==> src/rtl/fc_bank_mmu.sv <==
module fc_bank_mmu (
  input  logic        clk,
  input  logic        rst_n,
  input  logic        acc_valid,
  input  logic        acc_write,
  input  logic [1:0]  acc_fc,
  input  logic [15:0] acc_addr,
  input  logic        sys_mode,
  input  logic        cfg_we,
  input  logic [5:0]  cfg_addr,
  input  logic [15:0] cfg_wdata,
  output logic [19:0] phys_addr,
  output logic        mem_we,
  output logic        wp_hit,
  output logic        stk_err,
  output logic        viol_irq
);

  localparam logic [5:0] IRQ_CLR = 6'd40;

  logic [8:0]  code_pg [16];
  logic [8:0]  data_pg [16];
  logic [7:0]  dp_lat  [4];
  logic [15:0] stk_lo  [2];
  logic [15:0] stk_hi  [2];

  always_ff @(posedge clk or negedge rst_n) begin
    if (!rst_n) begin
      for (int i = 0; i < 16; i++) begin
        code_pg[i] <= 9'(i);
        data_pg[i] <= 9'(i);
      end
      for (int i = 0; i < 4; i++) dp_lat[i] <= 8'h00;
      for (int i = 0; i < 2; i++) begin
        stk_lo[i] <= 16'h0000;
        stk_hi[i] <= 16'hFFFF;
      end
    end else if (cfg_we) begin
      case (cfg_addr[5:4])
        2'b00: code_pg[cfg_addr[3:0]] <= cfg_wdata[8:0];
        2'b01: data_pg[cfg_addr[3:0]] <= cfg_wdata[8:0];
        2'b10: begin
          if (cfg_addr[3:2] == 2'b00)
            dp_lat[cfg_addr[1:0]] <= cfg_wdata[7:0];
          else if (cfg_addr[3:2] == 2'b01) begin
            if (cfg_addr[0]) stk_hi[cfg_addr[1]] <= cfg_wdata;
            else             stk_lo[cfg_addr[1]] <= cfg_wdata;
          end
        end
        default: ;
      endcase
    end
  end

  logic [8:0] pg;
  logic [7:0] lat;
  assign pg  = acc_fc[0] ? code_pg[acc_addr[15:12]] : data_pg[acc_addr[15:12]];
  assign lat = dp_lat[{sys_mode, acc_addr[7]}];

  always_comb begin
    case (acc_fc)
      2'b00:   phys_addr = {4'h0, acc_addr[7], lat, acc_addr[6:0]};
      2'b01:   phys_addr = {4'h1, acc_addr};
      default: phys_addr = {pg[7:0], acc_addr[11:0]};
    endcase
  end

  assign wp_hit  = acc_valid & acc_write & acc_fc[1] & pg[8];
  assign stk_err = acc_valid & (acc_fc == 2'b01) &
                   ((acc_addr < stk_lo[sys_mode]) | (acc_addr > stk_hi[sys_mode]));
  assign mem_we  = acc_valid & acc_write & ~wp_hit & ~stk_err;

  always_ff @(posedge clk or negedge rst_n) begin
    if (!rst_n)                               viol_irq <= 1'b0;
    else if (wp_hit | stk_err)                viol_irq <= 1'b1;
    else if (cfg_we && cfg_addr == IRQ_CLR)   viol_irq <= 1'b0;
  end

endmodule


==> config.mk <==
export PLATFORM = sky130hd
export DESIGN_NAME = fc_bank_mmu
export DESIGN_NICKNAME = d
export VERILOG_FILES = /design/src/rtl/fc_bank_mmu.sv
export SDC_FILE = /design/constraint.sdc
export NUM_CORES = 1
export LEC_CHECK = 0
export ABC_AREA = 0
export BUFFER_PORTS_ARGS = -buffer_cell sky130_fd_sc_hd__buf_2
export CORE_MARGIN = 3
export CORE_UTILIZATION = 55
export CTS_CLUSTER_DIAMETER = 60
export DETAILED_ROUTE_END_ITERATION = 8
export HOLD_SLACK_MARGIN = 0.05
export PLACE_DENSITY = 0.69
export SLEW_MARGIN = 20
export SYNTH_ARGS = -nofsm -noshare
export SYNTH_HDL_FRONTEND = slang
export SYNTH_SLANG_ARGS = --single-unit
==> constraint.sdc <==
create_clock -name clk -period 3.85 [get_ports clk]
set_input_delay 0.1925 -clock clk [delete_from_list [all_inputs] [get_ports clk]]
set_output_delay 0.1925 -clock clk [all_outputs]
set_load 0.1 [all_outputs]
# Word-level counts from Yosys, hierarchy flattened

Index checks and enable logic that the tools add are counted.

Multiplexer cells: 30
Equality and inequality tests: 5
$lt $le $gt $ge: 11
Reductions and logical operators: 13
Bitwise operators: 19

Operators by type and width:

| cell               | number |
|---|---|
| $bwmux 144         | 2 |
| $mux 16            | 7 |
| $bwmux 32          | 3 |
| $bmux 9 s4         | 2 |
| $mux 9             | 6 |
| $pmux 20 s2        | 1 |
| $demux 9 s4        | 1 |
| $mux 8             | 3 |
| $bmux 8 s2         | 1 |
| $demux 16 s1       | 1 |
| $demux 8 s2        | 1 |
| $gt 16x16->1       | 1 |
| $lt 16x16->1       | 1 |
| $ge 5x5->1 const B | 2 |
| $not 4->5          | 2 |
| $reduce_and 5->1   | 2 |
| $and 1x1->1        | 7 |
| $eq 2x1->1 const B | 3 |
| $eq 6x6->1 const B | 1 |
| $ge 3x3->1 const B | 2 |
| $logic_not 2->1    | 3 |
| $not 2->3          | 2 |
| $lt 5x1->1 const B | 1 |
| $ge 2x2->1 const B | 2 |
| other kinds (11)   | 21 |

Register bits: 385
Word-level logic and storage cells: 119
Output and inout bits: 24
Input port bits: 46

# Longest topological paths before layout

Depth after elaboration: 9
Mapped depth: 11
Gate-level depth less buffers: 8

# Worst setup path before layout

Ideal clock, no wire load.

Path type: input to output
Start: input port acc_addr[15]
End: output port mem_we
Data required time: 3.658 ns
Path slack: -0.463 ns
Stages: 6
Arrival time: 4.120 ns
Path through: buf_2 buf_1 nand2_1 o221a_2 nor3_1 and4b_1

Longest elaborated chain between the ends: 9

Ends and longest elaborated chain:

| item                                       | line | RTL |
|---|---|---|
| from (decl)                                | 7    | `input logic [15:0] acc_addr,` |
| $not 4->5 (not written as such) (*)        | 57   | `assign pg = acc_fc[0] ? code_pg[acc_addr[15:12]] : data_pg[acc_addr[15:12]];` |
| $bmux 9 s4                                 | 57   |  |
| $mux 9 (not written as such) (2 in series) | 57   |  |
| $mux 9 (*)                                 | 57   |  |
| $and 1x1->1 (*)                            | 68   | `assign wp_hit = acc_valid & acc_write & acc_fc[1] & pg[8];` |
| named net wp_hit                           | 14   | `output logic wp_hit,` |
| $not 1->1 (*)                              | 71   | `assign mem_we = acc_valid & acc_write & ~wp_hit & ~stk_err;` |
| $and 1x1->1 (*) (2 in series)              | 71   |  |
| to (decl)                                  | 13   | `output logic mem_we,` |

Mark *: on every way through the listed nets, which the timed path passes. The rest lies on a longest branch. The select of a mux whose other input is x is not followed.

# Worst setup path in the final report

Start: register stk_hi[21] in the netlist's numbering
End: output port mem_we

Longest elaborated chain between the ends: 8

Ends and longest elaborated chain:

| item                                        | line | RTL |
|---|---|---|
| from (decl)                                 | 25   | `logic [15:0] stk_hi [2];` |
| from (signal, indexed assignment)           | 46   | `if (cfg_addr[0]) stk_hi[cfg_addr[1]] <= cfg_wdata;` |
| $mux 16 (not written as such) (3 in series) | 70   | `((acc_addr < stk_lo[sys_mode]) \| (acc_addr > stk_hi[sys_mode]));` |
| $gt 16x16->1                                | 70   |  |
| $or 1x1->1                                  | 70   |  |
| $and 1x1->1                                 | 69   | `assign stk_err = acc_valid & (acc_fc == 2'b01) &` |
| $not 1->1                                   | 71   |  |
| $and 1x1->1                                 | 71   |  |

No other way between the ends. The select of a mux whose other input is x is not followed.

==> out/metrics.csv <==
metric;value;unit
Combinational Power Share;15.2;%
Cells after DPL;1613;
Pre-antenna DRT Iters;4;
Die Y;188;µm
final period utilization;85.9;%
Vias;10300;
Area growth syn-to-layout;12.1;%
First DRT Iteration DRCs;622;
Clk pwr share;37.7;%
Routed WL;41600;µm
worst skew pair latency;540;ps
Yosys cell types;40;
layout cells sized above 1;58.9;%
reg2reg setup slack;1500;ps
Resized cells post-CTS;0;
Mapped Area;18300;µm²
Yosys top cell area share;39.6;%
CTS buffer count;42;
startpoint types;register;
Synth async-reset ratio;100;%
top cells by area, synth;dfrtp_1, mux2_2, dfstp_2;
Worst VDD drop;316;µV
GPL Wtd Cong;0.774;
Final Hold Vio Count;0;
WS Path Type;reg2out;
Initial Utilization;56.0;%
pin count of the biggest net entering global routing;97;
Switching Fraction;25.0;%
post-route cell area;20500;µm²
RSZ-0062 raised after global routing;no;
fin cells;1699;
vias in the first global route;11000;
Crit Path Max Fanout;3;
Endpoint, Worst Hold;viol_irq;
FP Rows;66;
ANT nets after route;0;
max_cap viols;0;
Post-CTS Setup Bufs;0;
TritonCTS Sinks;385;
Warnings, synthesis;0;
sequential share of power;47.0;%
die area;35400;µm²
cell-internal power;7870;µW
dpl cell area;19000;µm²
hold depth;5;
core footprint;32600;µm²
Avg Cell Area, Syn;15.6;µm²
Routed WL per cell;24.5;µm
Max Fclk;303;MHz
H-tree depth;2;
initial antenna violation count;0;
Final nets;1301;
GRT overflow;0;
Net Sw Power;2630;µW
Slew Limit Headroom;25.6;%
ys flop type;dfrtp_1;
Syn Nets;1249;
clock slew at reported path FFs;60;ps
# diodes;0;
Slew Limit Fails;0;
synthesized flop and latch total;385;
PortBufs;69;
detailed placement HPWL;26500;µm
Tot Pwr;10500;µW
total power density per cell area;513;nW/µm²
first-pass GRT wire length;66200;µm
reg-to-reg critical path endpoint;viol_irq;
drt drc;0;
R2R depth;8;
CTS root buf;clkbuf_16;
Global Route Usage Sum;24.3;%
Leak;0.00929;µW
final setup vio count;0;
final setup TNS;0;ps
post-layout min period;3310;ps
Clock Skew;25.0;ps
Cells after Synth;1172;
CTS tree;built;
die width;188;µm
Slew @ Worst Pin;1110;ps
crit end category;primary output;
final core utilization;62.8;%
class of the worst hold path;in2reg;
outcome;complete, no violations;
Critical Path AT;3110;ps
CTS Buffer Depth;3;
reg2reg start;stk_hi[21];
number of I/O pins;70;
vias per inst;6.04;
HP Start;acc_write;
sequential share of the synthesized area;53.4;%
cell taking the most area after synthesis;dfrtp_1;
# hold bufs at CTS;9;
EDFF count, synth;0;
Crit path required time;3660;ps
power groups by stage:
stage	logic [µW]	registers [µW]	clock network, µW
CTS	1620	4930	4040
global placement	1570	4980	0
global route	1740	5000	4220
floorplan	1220	4910	0
finish	1600	4940	3960
detailed placement	1610	5000	0
synthesized netlist by cell type, types with 5 or more instances:
library cell and n:
a21oi_1 18, buf_1 6, buf_2 9, buf_4 8
clkbuf_1 62, dfrtp_1 289, dfstp_2 96, ha_1 31
inv_1 7, mux2_2 392, mux2i_1 38, mux4_2 97
nand2_1 33, nand2b_1 7, nand3_1 5, nand4_1 5
nor2_1 18, nor2b_1 9, nor3_1 6, o21ai_0 8
per-layer routing:
layer  vias to the layer above  GRT usage [%]  wire length, µm
met5                         -              0                0
met4                         0           5.11              685
met3                        53           4.02             2550
met2                       222           40.6            20300
met1                      5496           34.4            18100
li1                       4485              -                -
kinds of logic after synthesis:
kind of cell               after synthesis  synth area share, %
adders and majority gates               31                 2.12
buffers and inverters                   95                 2.30
AOI/OAI and AO/OA                       38                 1.27
muxes                                  527                 38.2
DFF                                    385                 53.4
and+or+nand+nor                         96                 2.63
worst max-delay path by stage:
stage	startpoint	end	slack, ps	cells after the start
after floorplan	sys_mode	stk_err	40	10
after CTS	stk_hi[21]	mem_we	520	9
after global routing	stk_hi[5]	mem_we	360	9
final	stk_hi[21]	mem_we	540	9
after global placement	sys_mode	mem_we	700	11
after detailed placement	sys_mode	mem_we	630	11
metrics by stage:
stage / worst slack (ps) / hold slack (ps)
4_1_cts: 515 / 224
5_1_grt: 360 / 306
3_3_place_gp: 697 / 257
2_1_floorplan: 35.8 / -103
6_report: 545 / 261
3_5_place_dp: 633 / 253
worst max-delay path, cell delays in order, from the launching register on:
cell	delay, ps
dfstp_2	530
mux2i_1	60
ha_1	310
a21oi_1	140
o21ai_0	100
a221o_1	360
a211o_1	220
a32oi_1	360
and4b_1	320
buf_12	180
cell type report:
cell class	count	area, µm²
Tap cell	442	553
Clock inverter	11	118
Sequential cell	385	9750
Fill cell	2428	12100
Clock buffer	66	1250
Timing Repair Buffer	96	676
Inverter	7	26.3
Multi-Input combinational cell	692	8090
sequential cells by signal, summed over array words and instances (netlist names):
| signal | count |
|---|---|
| code_pg | 144 |
| data_pg | 144 |
| dp_lat | 32 |
| stk_hi | 32 |
| stk_lo | 32 |
| viol_irq | 1 |
layout by cell type (no fill, tap or decap), types with 31 or more instances in the layout:
cell,Yosys,final
dfstp_2,96,96
ha_1,31,31
buf_2,9,65
mux4_2,97,97
dfrtp_1,289,289
mux2i_1,38,38
clkbuf_16,0,43
mux2_2,392,392
nand2_1,33,33
No activity file was read; power rests on OpenSTA's default activity.
